File: config.mk
export PLATFORM = sky130hd
export DESIGN_NAME = tone_bank
export DESIGN_NICKNAME = d
export VERILOG_FILES = /design/src/rtl/tone_pkg.sv /design/src/rtl/tone_tick_div.sv /design/src/rtl/tone_channel.sv /design/src/rtl/tone_bank.sv
export SDC_FILE = /design/constraint.sdc
export NUM_CORES = 1
export LEC_CHECK = 0
export ABC_AREA = 1
export BUFFER_PORTS_ARGS = -buffer_cell sky130_fd_sc_hd__buf_2
export CORE_MARGIN = 1.5
export CORE_UTILIZATION = 60
export CTS_BUF_LIST = sky130_fd_sc_hd__clkbuf_8
export CTS_CLUSTER_DIAMETER = 40
export DETAILED_ROUTE_END_ITERATION = 6
export PLACE_DENSITY = 0.77
export SYNTH_ARGS = -nofsm -noshare
export SYNTH_HDL_FRONTEND = slang
export SYNTH_SLANG_ARGS = --single-unit
File: constraint.sdc
create_clock -name clk_i -period 2.08 [get_ports clk_i]
set_input_delay 0.624 -clock clk_i [delete_from_list [all_inputs] [get_ports clk_i]]
set_output_delay 0.624 -clock clk_i [all_outputs]
set_load 0.05 [all_outputs]
File: src/rtl/tone_pkg.sv
package tone_pkg;
  localparam int unsigned CNT_W   = 16;
  localparam int unsigned ADDR_W  = 4;
  typedef logic [CNT_W-1:0]  tone_word_t;
  typedef logic [ADDR_W-1:0] port_addr_t;
endpackage

File: src/rtl/tone_tick_div.sv
module tone_tick_div #(
  parameter int unsigned DIV_RATIO = 34,
  localparam int unsigned DW = (DIV_RATIO > 1) ? $clog2(DIV_RATIO) : 1
) (
  input  logic clk_i,
  input  logic rst_ni,
  output logic tick_o
);
  localparam logic [DW-1:0] LAST = DW'(DIV_RATIO - 1);

  logic [DW-1:0] div_q;

  always_ff @(posedge clk_i or negedge rst_ni) begin
    if (!rst_ni)            div_q <= '0;
    else if (div_q == LAST) div_q <= '0;
    else                    div_q <= div_q + 1'b1;
  end

  assign tick_o = (div_q == LAST);

  a_r1_div_in_range: assert property (@(posedge clk_i) disable iff (!rst_ni)
    div_q <= LAST);
  a_r1_tick_single: assert property (@(posedge clk_i) disable iff (!rst_ni)
    tick_o |=> (!tick_o && div_q == '0));
endmodule

File: src/rtl/tone_channel.sv
module tone_channel
  import tone_pkg::*;
(
  input  logic       clk_i,
  input  logic       rst_ni,
  input  logic       tick_i,
  input  logic       load_i,
  input  tone_word_t reload_i,
  output logic       tone_o
);
  tone_word_t reload_q;
  tone_word_t cnt_q;
  logic       pol_q;
  logic       at_zero;
  logic       at_one;
  logic       idle;

  assign at_zero = (cnt_q == '0);
  assign at_one  = (cnt_q == tone_word_t'(1));
  assign idle    = (reload_q == '0);

  always_ff @(posedge clk_i or negedge rst_ni) begin
    if (!rst_ni)     reload_q <= '0;
    else if (load_i) reload_q <= reload_i;
  end

  // Counter only moves on ticks; register writes never touch it.
  always_ff @(posedge clk_i or negedge rst_ni) begin
    if (!rst_ni)      cnt_q <= '0;
    else if (tick_i) begin
      if (at_zero)    cnt_q <= reload_q;
      else            cnt_q <= cnt_q - 1'b1;
    end
  end

  always_ff @(posedge clk_i or negedge rst_ni) begin
    if (!rst_ni)               pol_q <= 1'b1;
    else if (idle)             pol_q <= 1'b1;
    else if (tick_i && at_one) pol_q <= ~pol_q;
  end

  assign tone_o = pol_q | idle;

  a_r4_reload_on_zero: assert property (@(posedge clk_i) disable iff (!rst_ni)
    (tick_i && at_zero) |=> (cnt_q == $past(reload_q)));
  a_r5_decrement: assert property (@(posedge clk_i) disable iff (!rst_ni)
    (tick_i && !at_zero) |=> (cnt_q == $past(cnt_q) - 1'b1));
  a_r5_flip_only_at_one: assert property (@(posedge clk_i) disable iff (!rst_ni)
    (!idle && !(tick_i && at_one)) |=> $stable(pol_q));
  a_r6_idle_high: assert property (@(posedge clk_i) disable iff (!rst_ni)
    idle |=> pol_q);
  a_r7_no_tick_hold: assert property (@(posedge clk_i) disable iff (!rst_ni)
    !tick_i |=> $stable(cnt_q));
endmodule

File: src/rtl/tone_bank.sv
module tone_bank
  import tone_pkg::*;
#(
  parameter int unsigned DIV_RATIO = 34,
  parameter int unsigned NUM_CH    = 4,
  parameter int unsigned BASE_PORT = 4
) (
  input  logic              clk_i,
  input  logic              rst_ni,
  input  logic              wr_en_i,
  input  logic [ADDR_W-1:0] wr_addr_i,
  input  logic [CNT_W-1:0]  wr_data_i,
  output logic              tick_o,
  output logic [NUM_CH-1:0] tone_o
);
  logic              tick;
  logic [NUM_CH-1:0] sel;

  tone_tick_div #(.DIV_RATIO(DIV_RATIO)) u_div (
    .clk_i  (clk_i),
    .rst_ni (rst_ni),
    .tick_o (tick)
  );

  for (genvar k = 0; k < NUM_CH; k++) begin : g_ch
    localparam port_addr_t MY_ADDR = port_addr_t'(BASE_PORT + k);
    assign sel[k] = wr_en_i && (wr_addr_i == MY_ADDR);

    tone_channel u_ch (
      .clk_i    (clk_i),
      .rst_ni   (rst_ni),
      .tick_i   (tick),
      .load_i   (sel[k]),
      .reload_i (wr_data_i),
      .tone_o   (tone_o[k])
    );
  end

  assign tick_o = tick;

  a_r3_one_channel_per_write: assert property (@(posedge clk_i) disable iff (!rst_ni)
    $onehot0(sel));
  a_r3_no_select_without_strobe: assert property (@(posedge clk_i) disable iff (!rst_ni)
    !wr_en_i |-> (sel == '0));
endmodule

==> impl_results.md, run 1 <==
- CTS tree: built
- Max_cap viols: 0
- Initial antenna violation count: 0
- Worst-Margin Slew: 0.532 ns
- Die height: 120 µm
- # clock sinks: 138
- P&R area growth vs syn: 12.0%
- Vias: 7327
- Post-Syn Area: 8170 µm²
- CP Capture Type: output port
- Failing checks: setup timing
- Final setup violation count: 4
- Synth Instances: 1147
- CP Class: reg -> out
- Ys Warns: 0
- Syn_nets: 1184
- Most common cell after layout, fill and taps aside: nand2_1
- Average wire per standard cell: 13.9 µm
- Die area: 14300 µm²
- Worst r2r src: u_div.div_q[0]
- Slew Limit Fails: 0
- Status: finished with violations
- Layout cells sized above 1: 13.8%
- Core area: 13300 µm²
- Minimum clock period: 2.20 ns
- Worst vdd ir: 0.580 mV
- Most frequent cells in the layout: nand2_1, nand3_1, dfrtp_1
- H-tree depth: 4
- HP Class: in -> async
- Worst path arrival time: 1.58 ns
- Tot GR Track Use: 28.1%
- Initial DRC count: 789
- Power Density: 934 nW/µm²
- Vias per cell: 5.29
- Drt pass-1 iters: 5
- Final RePlAce weighted congestion: 0.963
- Root buffer cell: clkbuf_8
- Final Routed Wirelength: 19.2 mm
- Post-synthesis register bit count: 138
- Endpoints failing hold: 0
- Die width: 120 µm
- Fin cells: 1384
- Total Nets Final: 1232
- Std-Cell Rows: 42
- Max Fanout on Critical Path: 2
- Congestion Overflow GR: 0
- CP Launch Point: g_ch[0].u_ch.reload_q[3]
- Largest net degree at the start of global routing: 49
- Worst skew pair latency: 0.47 ns
- Post-synth cell types: 39
- Finished Core Util: 68.9%
- Worst slew margin: 64.5%
- CP Launch Type: flip-flop
- Drt drc: 0
- CTS clk-pin slew, worst paths: 0.09 ns
- Initial core utilization: 61.5%
- Longest Clk Path Bufs: 2
- Sequential area share after synthesis: 42.3%
- Diodes inserted: 0
- RSZ-0062 raised after global routing: true
- PortBufs: 27
- Setup WS post-layout: -0.123 ns
- Vias in the first global route: 6600
- DRT antenna net count: 0
- Max frequency: 0.454 GHz
- Dpl cells: 1332
- Boundary Pins: 28
- P_leak: 4.77 nW
- Period utilisation layout: 106%
- Fillers: 1124
- CTS buffer count: 17
- # hold bufs at CTS: 0
- DP HPWL: 13.5 mm
- Final hold slack: 0.0522 ns
- First-pass GRT wire length: 31.9 mm
- Average cell area after synthesis: 7.13 µm²
- Post-Route Skew: 0.0133 ns
- Worst Path Required: 1.46 ns
- Place WS: 0.253 ns
-- stage by stage --
step | TNS, ns | power (W) | cell area (µm²)
global route | -0.755 | 0.00914 | 9160
global placement | 0 | 0.00599 | 8500
finish | -0.367 | 0.00856 | 9160
floorplan | 0 | 0.00547 | 8170
CTS | -0.405 | 0.00850 | 9050
detailed placement | 0 | 0.00606 | 8500
-- synth_stat cells (all sizes together) --
cell,number,area (µm²)
nor4,5,31.3
inv,129,484
and3,1,6.26
dfrtp,134,3350
o211ai,5,42.5
or2,8,50.1
nand4,13,81.3
o21ai,97,500
ha,14,175
xor2,5,43.8
nor2,136,661
nor3,5,25.0
buf,22,179
and2,1,6.26
nor3b,1,7.51
nand3,141,738
nand3b,6,45.0
o21a,1,7.51
xnor2,2,17.5
dfstp,4,105
a21oi,4,20.0
nand2,396,1520
o22ai,1,12.5
clkbuf,16,60.1
-- routing by layer --
metal | vias up | global-route usage (%) | part of all wire, % | wire length [µm]
li1 | 3724 | - | - | -
met2 | 185 | 44.0 | 46 | 8820
met4 | 0 | 8.78 | 1.7 | 336
met3 | 25 | 5.85 | 5.2 | 1000
met5 | - | 0 | 0 | 0
met1 | 3393 | 39.5 | 47 | 9050
-- worst max-delay path: stages (launching register included) --
cell and delay [ns]:
dfrtp_1 0.40, nor4_2 0.33, nand3_2 0.14, nand2_2 0.10, buf_8 0.15
-- flip-flops by register name (all words and copies together), names as in the netlist --
name / cells
g_ch.u_ch.reload_q: 64
g_ch.u_ch.pol_q: 4
u_div.div_q: 6
g_ch.u_ch.cnt_q: 64
-- power by group --
part / total, W / switching (W) / leakage (nW) / internal [W]
registers: 0.00368 / 0.000494 / 1.74 / 0.00319
logic: 0.00252 / 0.00156 / 2.82 / 0.000955
clock network: 0.00236 / 0.00113 / 0.213 / 0.00123
-- logic make-up (layout without fill, tap and decap cells) --
family	count (synthesis)	after routing	synth area share (%)
buffers and inverters	167	228	8.85
and+or+nand+nor	713	713	38.8
AOI/OAI and AO/OA	108	108	7.13
adders and majority gates	14	14	2.14
DFF	138	138	42.3
xor gates and xnor gates	7	7	0.750
-- worst paths after layout --
path	to	slack, ns	depth (start not counted)
min in group clk_i	g_ch[2].u_ch.reload_q[10]	0.49	2
setup / recovery	tone_o[0]	-0.12	4
hold / removal	g_ch[1].u_ch.reload_q[12]	0.05	1
hold reg to reg	g_ch[2].u_ch.reload_q[10]	0.49	2
max in group asynchronous	g_ch[0].u_ch.reload_q[7]	1.40	2
setup reg to reg	g_ch[2].u_ch.cnt_q[14]	0.21	9
-- final cells by class --
cell class	count	area [µm²]	area share [%]
timing repair buffer	67	534	5.83
clock inverter	14	174	1.90
clock buffer	18	248	2.70
multi-input combinational	842	4040	44.1
tap	176	220	2.40
inverter	129	484	5.29
sequential	138	3460	37.8
-- timing repair --
action / in CTS / in global routing
pin swaps: 13 / 9
setup endpoints to repair: 5 / 5
buffers inserted: 11 / 9
resized for setup: 17 / 10
Power figures use the tool's default switching activity.
==> run 2, diff against run 1 <==
--- a/config.mk
+++ b/config.mk
@@ -6,7 +6,7 @@
 export NUM_CORES = 1
 export LEC_CHECK = 0
 export ABC_AREA = 1
-export BUFFER_PORTS_ARGS = -buffer_cell sky130_fd_sc_hd__buf_2
+export BUFFER_PORTS_ARGS = -buffer_cell sky130_fd_sc_hd__clkbuf_2
 export CORE_MARGIN = 1.5
 export CORE_UTILIZATION = 60
 export CTS_BUF_LIST = sky130_fd_sc_hd__clkbuf_8
==> constraint.sdc (replaced) <==
create_clock -name clk_i -period 2.08 [get_ports clk_i]
set_input_delay 0.624 -clock clk_i [delete_from_list [all_inputs] [get_ports clk_i]]
set_output_delay 0.624 -clock clk_i [all_outputs]
set_load 0.1 [all_outputs]
==> run 2 against run 1 <==
Against the previous run:
- the run ends with DRC, setup timing left
- combinational power grew 3%
- sequential power barely moved
- die area is the same
- worst setup slack worse by 0.075 ns
- cell area down 0.15%
- critical path type unchanged
- critical endpoint unchanged
- largest cell class unchanged
==> impl_results.md, run 2 (synthesized netlist as in run 1, its figures left out) <==
- Boundary Pins: 28 (unchanged)
- Max Fanout on Critical Path: 3 (+1)
- Net Sw Frac: 38.2% (+0.93 points)
- Initial DRC count: 558 (-29%)
- P_leak: 4.75 nW (-0.42%)
- Final RePlAce weighted congestion: 0.935 (-2.8%)
- Power Total: 0.00856 W (about the same)
- Diodes inserted: 0 (unchanged)
- WL met1: 8.90 mm (-1.6%)
- Die area: 14300 µm² (unchanged)
- Initial antenna violation count: 0 (unchanged)
- Drt pass-1 iters: 7 (+2)
- Stages on the worst setup path: 4 (unchanged)
- Longest Clk Path Bufs: 2 (unchanged)
- Fin cells: 1377 (-0.51%)
- Worst R2R End: g_ch[3].u_ch.cnt_q[1]
- Largest registers: g_ch.u_ch.cnt_q: 64 flops, g_ch.u_ch.reload_q: 64 flops, u_div.div_q: 6 flops
- Tot GR Track Use: 28.6% (+0.53 points)
- DRT antenna net count: 0 (unchanged)
- Power Density: 936 nW/µm² (+0.15%)
- Internal Pwr Total: 0.00529 W (-1.5%)
- R2R setup slack: 0.20 ns (about the same)
- Largest net degree at the start of global routing: 40 (-18%)
- Vias in the first global route: 6742 (+2.2%)
- Clock share of power: 26.6% (-1.0 points)
- CP Launch Point: g_ch[0].u_ch.reload_q[6]
- Worst-Margin Slew: 0.425 ns (-0.107 ns)
- Worst-case reg-to-reg path depth: 9 (unchanged)
- Most frequent cells in the layout: nand2_1, nand3_1, dfrtp_1
- CTS buffer count: 17 (unchanged)
- CTS tree: built
- CP max stage cell: dfrtp_1
- Most common cell after layout, fill and taps aside: nand2_1
- First-pass GRT wire length: 32.3 mm (+1.2%)
- # clock sinks: 138 (unchanged)
- CP Capture Type: output port
- Root buffer cell: clkbuf_8
- Max frequency: 0.439 GHz (-3.3%)
- Worst slew margin: 71.5% (+7.1 points)
- HP Class: in -> async
- Die height: 120 µm (unchanged)
- Setup WS post-layout: -0.197 ns (-0.0745 ns)
- Initial core utilization: 61.5% (unchanged)
- Dpl cells: 1329 (-0.23%)
- CTS clk-pin slew, worst paths: 0.09 ns (about the same)
- Finished Cell Area: 9150 µm² (-0.15%)
- Drt drc: 5 (+5)
- P&R area growth vs syn: 11.9%
- Post-Route Skew: 0.0122 ns (-0.00111 ns)
- Worst path arrival time: 1.65 ns (+0.07 ns)
- Max Used Layer: met4
- Gate power share: 30.3% (+0.9 points)
- Placement-stage cell area: 8550 µm² (+0.62%)
- Worst r2r src: u_div.div_q[0]
- Vias per cell: 5.33 (+0.69%)
- CP bufs+invs: 1 (unchanged)
- Met3 wire length: 871 µm (-13%)
- Core area: 13300 µm² (unchanged)
- Final Routed Wirelength: 19.5 mm (+1.6%)
- PortBufs: 27 (unchanged)
- Endpoints failing hold: 0 (unchanged)
- Slew Limit Fails: 0 (unchanged)
- Period utilisation layout: 109% (+3.6 points)
- Crit-path max cell delay: 0.44 ns (+0.04 ns)
- Fillers: 1149 (+2.2%)
- Worst vdd ir: 0.532 mV (-8.3%)
- Minimum clock period: 2.28 ns (+0.0745 ns)
- Std-Cell Rows: 42 (unchanged)
- Failing checks: DRC, setup timing
- Final setup violation count: 5 (+1)
- CP Launch Type: flip-flop
- Worst Path Required: 1.46 ns (about the same)
- DP HPWL: 13.4 mm (-0.39%)
- Die width: 120 µm (unchanged)
- Critical Path, Cell by Cell: nor4_4 -> nand3_2 -> nand2_2 -> buf_12
- Total Nets Final: 1225 (-0.57%)
- Vias: 7340 (+0.18%)
- CP Class: reg -> out
- Average wire per standard cell: 14.2 µm (+2.1%)
- RSZ-0062 raised after global routing: true
- Switching power total: 0.00327 W (+2.5%)
- WL met2: 9.31 mm (+5.6%)
- H-tree depth: 4 (unchanged)
- Reg power frac: 43.1% (about the same)
- Cell family with most CP delay: simple AND/OR/NAND/NOR gates
- Layout cells sized above 1: 13.7% (-0.17 points)
- Finished Core Util: 68.8% (-0.10 points)
- Status: finished with violations
- Worst skew pair latency: 0.47 ns (about the same)
- Max_cap viols: 0 (unchanged)
- Congestion Overflow GR: 0 (unchanged)
run 2: worst register-to-register path, cell delays in order (launching register included):
cell	delay, ns
dfrtp_1	0.42
ha_1	0.21
nand3b_1	0.13
nor2_4	0.07
buf_4	0.15
inv_2	0.30
buf_12	0.22
a21oi_1	0.06
o21ai_1	0.11
nand2_1	0.08
run 2: how the worst max path moves through the flow:
stage	endpoint	slack [ns]
4_1_cts	tone_o[0]	-0.17
2_1_floorplan	tick_o	0.16
3_3_place_gp	tone_o[0]	0.27
6_report	tone_o[0]	-0.20
3_5_place_dp	g_ch[3].u_ch.cnt_q[9]	0.23
5_1_grt	tone_o[0]	-0.25
run 2: through the flow:
| stage | setup TNS (ns) | hold WS (ns) | setup slack, ns |
|---|---|---|---|
| final | -0.639 | 0.0655 | -0.197 |
| after global routing | -0.979 | 0.0832 | -0.251 |
| after CTS | -0.679 | 0.0637 | -0.171 |
| after detailed placement | 0 | 0.475 | 0.231 |
| after global placement | 0 | 0.466 | 0.271 |
| after floorplan | 0 | 0.328 | 0.158 |
run 2: area by class of cell:
type                            count  area [µm²]  share of cell area [%]
Multi-Input combinational cell    842        4060                    44.4
Clock buffer                       19         262                    2.86
Timing Repair Buffer               60         514                    5.62
Inverter                          129         484                    5.29
Sequential cell                   138        3460                    37.8
Tap cell                          176         220                    2.41
Clock inverter                     13         144                    1.57
run 2: timing repair:
item	CTS	global route
pin swaps	11	4
endpoints found under the setup margin	5	5
setup buffers	14	2
gates resized for setup	13	4
hold buffers	0	0
run 2: power by group through the flow:
stage	registers, W	logic, W	clock network, W
after CTS	0.00366	0.00256	0.00230
after detailed placement	0.00371	0.00243	0
after floorplan	0.00358	0.00194	0
after global routing	0.00376	0.00294	0.00240
after global placement	0.00370	0.00237	0
final	0.00369	0.00260	0.00228
run 2: per-layer routing:
metal  GRT usage, %  vias to the layer above
met2           46.5                      199
met3           4.71                       37
met5              0                        -
met1           38.7                     3387
met4           11.0                        0
li1               -                     3717
==> run 3, diff against run 2 <==
--- a/config.mk
+++ b/config.mk
@@ -7,6 +7,7 @@
 export LEC_CHECK = 0
 export ABC_AREA = 1
 export BUFFER_PORTS_ARGS = -buffer_cell sky130_fd_sc_hd__clkbuf_2
+export CORE_ASPECT_RATIO = 1.1
 export CORE_MARGIN = 1.5
 export CORE_UTILIZATION = 60
 export CTS_BUF_LIST = sky130_fd_sc_hd__clkbuf_8
==> run 3 against run 2 <==
Against the previous run:
- the run still ends with DRC, setup timing left
- utilization grew 1.4 points
- register-to-register slack lost 0.15 ns
- global-route usage grew 0.24 points
- sequential cell count is the same
- worst hold slack lost 0.0097 ns
- combinational power grew 3%
- clock skew shrank 0.0045 ns
- critical path depth grew 2
- worst setup slack gained 0.065 ns
- first-iteration DRC count grew 13%
- critical endpoint is now tone_o[2]
- largest cell class unchanged
- highest routed layer unchanged
==> impl_results.md, run 3 (synthesized netlist as in run 1, its figures left out) <==
- Status: finished with violations
- Failing checks: DRC, setup timing
- Final RePlAce weighted congestion: 0.898 (-4.0%)
- Worst Path Required: 1.46 ns (about the same)
- DP HPWL: 13.1 mm (-2.1%)
- Power Density: 913 nW/µm² (-2.4%)
- Largest net degree at the start of global routing: 49 (+23%)
- Vias per cell: 5.32 (-0.16%)
- Core area: 13300 µm² (-0.21%)
- RSZ-0062 raised after global routing: true
- # clock sinks: 138 (unchanged)
- Worst-Margin Slew: 0.482 ns (+0.0564 ns)
- Average wire per standard cell: 13.8 µm (-2.9%)
- Dpl cells: 1336 (+0.53%)
- Vias in the first global route: 6895 (+2.3%)
- CTS buffer count: 17 (unchanged)
- Gate power share: 31.5% (+1.2 points)
- Initial DRC count: 630 (+13%)
- Root buffer cell: clkbuf_8
- Internal Pwr Total: 0.00531 W (+0.31%)
- Die width: 114 µm (-4.5%)
- Setup WS post-layout: -0.132 ns (+0.0648 ns)
- Final Routed Wirelength: 19.4 mm (-0.73%)
- CP Capture Type: output port
- Placement-stage cell area: 8540 µm² (-0.12%)
- # hold bufs at CTS: 0 (unchanged)
- Slew Limit Fails: 0 (unchanged)
- Clock share of power: 25.3% (-1.3 points)
- Most common cell after layout, fill and taps aside: nand2_1
- Most frequent cells in the layout: nand2_1, dfrtp_1, nand3_1
- Total Nets Final: 1249 (+2.0%)
- H-tree depth: 4 (unchanged)
- First-pass GRT wire length: 32.7 mm (+1.2%)
- CTS clk-pin slew, worst paths: 0.08 ns (about the same)
- Minimum clock period: 2.21 ns (-0.0648 ns)
- P_leak: 4.85 nW (+2.2%)
- Reg power frac: 43.2% (about the same)
- Switching power total: 0.00319 W (-2.3%)
- Worst slew margin: 67.9% (-3.7 points)
- Final setup violation count: 5 (unchanged)
- Largest registers: g_ch.u_ch.cnt_q: 64 flops, g_ch.u_ch.reload_q: 64 flops, u_div.div_q: 6 flops
- Tot GR Track Use: 28.9% (+0.24 points)
- Finished Cell Area: 9310 µm² (+1.8%)
- Worst path arrival time: 1.59 ns (-0.06 ns)
- Fin cells: 1408 (+2.3%)
- Congestion Overflow GR: 0 (unchanged)
- Worst skew pair latency: 0.46 ns (about the same)
- PortBufs: 27 (unchanged)
- Std-Cell Rows: 44 (+4.8%)
- Period utilisation layout: 106% (-3.1 points)
- Die height: 125 µm (+4.8%)
- Max frequency: 0.452 GHz (+2.9%)
- CTS tree: built
- Diodes inserted: 0 (unchanged)
- P&R area growth vs syn: 13.9%
- Max Fanout on Critical Path: 2 (-1)
- Initial antenna violation count: 0 (unchanged)
- HP Class: in -> async
- Worst r2r src: g_ch[0].u_ch.reload_q[3]
- Die area: 14300 µm² (about the same)
- Final hold slack: 0.0558 ns (-0.00965 ns)
- Drt drc: 4 (-1)
- Longest Clk Path Bufs: 2 (unchanged)
- DRT antenna net count: 0 (unchanged)
- Initial core utilization: 61.6% (+0.13 points)
- Net Sw Frac: 37.6% (-0.62 points)
- Endpoints failing hold: 0 (unchanged)
- Multi-input gate area: 4060 µm² (about the same)
- Max_cap viols: 0 (unchanged)
- Boundary Pins: 28 (unchanged)
- Vias: 7493 (+2.1%)
- CP Launch Point: g_ch[2].u_ch.reload_q[14]
- Drt pass-1 iters: 7 (unchanged)
- Worst vdd ir: 0.523 mV (-1.7%)
- Sequential cell area: 3460 µm² (unchanged)
- CP Launch Type: flip-flop
- CP Class: reg -> out
- Post-Route Skew: 0.00767 ns (-0.00453 ns)
- Layout cells sized above 1: 15.6% (+1.9 points)
- Fillers: 1101 (-4.2%)
==> run 3: final cells by class <==
type                            count  share of cell area [%]
Clock buffer                       18                    2.66
Multi-Input combinational cell    842                    43.6
Timing Repair Buffer               84                    7.49
Inverter                          129                    5.20
Tap cell                          184                    2.47
Clock inverter                     13                    1.38
Sequential cell                   138                    37.2
==> run 3: critical path, cell delays in order (launching register included) <==
cell and delay, ns:
dfrtp_1 0.39, nor2_1 0.10, nand3_1 0.11, nor2_2 0.15
nand3_2 0.11, nand2_2 0.10, buf_12 0.17
==> run 3: metrics by stage <==
| stage | setup slack, ns | power (W) | util, % | TNS [ns] |
|---|---|---|---|---|
| 6_report | -0.132 | 0.00850 | 70.2 | -0.516 |
| 5_1_grt | -0.247 | 0.00908 | 70.2 | -0.933 |
| 4_1_cts | -0.126 | 0.00845 | 69.7 | -0.594 |
| 3_5_place_dp | 0.276 | 0.00612 | 64.4 | 0 |
| 3_3_place_gp | 0.260 | 0.00606 | 64.4 | 0 |
| 2_1_floorplan | 0.158 | 0.00552 | - | 0 |
==> run 3: path summary, 6_finish.rpt <==
kind / slack [ns] / cells past startpoint / to
min in group clk_i: 0.49 / 2 / g_ch[2].u_ch.reload_q[8]
max reg2reg: 0.05 / 12 / g_ch[0].u_ch.pol_q
min: 0.06 / 1 / g_ch[1].u_ch.cnt_q[2]
max in group asynchronous: 1.39 / 2 / g_ch[2].u_ch.pol_q
min reg2reg: 0.49 / 2 / g_ch[2].u_ch.reload_q[8]
max: -0.13 / 6 / tone_o[2]
==> run 3: power groups by stage <==
| stage | combinational (W) | sequential [W] | clock, W |
|---|---|---|---|
| floorplan | 0.00194 | 0.00358 | 0 |
| global placement | 0.00236 | 0.00370 | 0 |
| detailed placement | 0.00241 | 0.00371 | 0 |
| CTS | 0.00262 | 0.00365 | 0.00218 |
| global route | 0.00305 | 0.00374 | 0.00229 |
| finish | 0.00268 | 0.00367 | 0.00215 |
==> run 3: repair_timing <==
action / in CTS / in global routing
buffers inserted: 35 / 7
gates resized for setup: 20 / 6
endpoints found under the setup margin: 5 / 6
pin swaps: 16 / 10
==> run 3: per-layer routing <==
layer / share of wire (%) / GRT usage, %
met1: 44 / 38.7
met2: 48 / 46.5
met3: 5.3 / 5.62
met4: 2.4 / 11.0
met5: 0 / 0
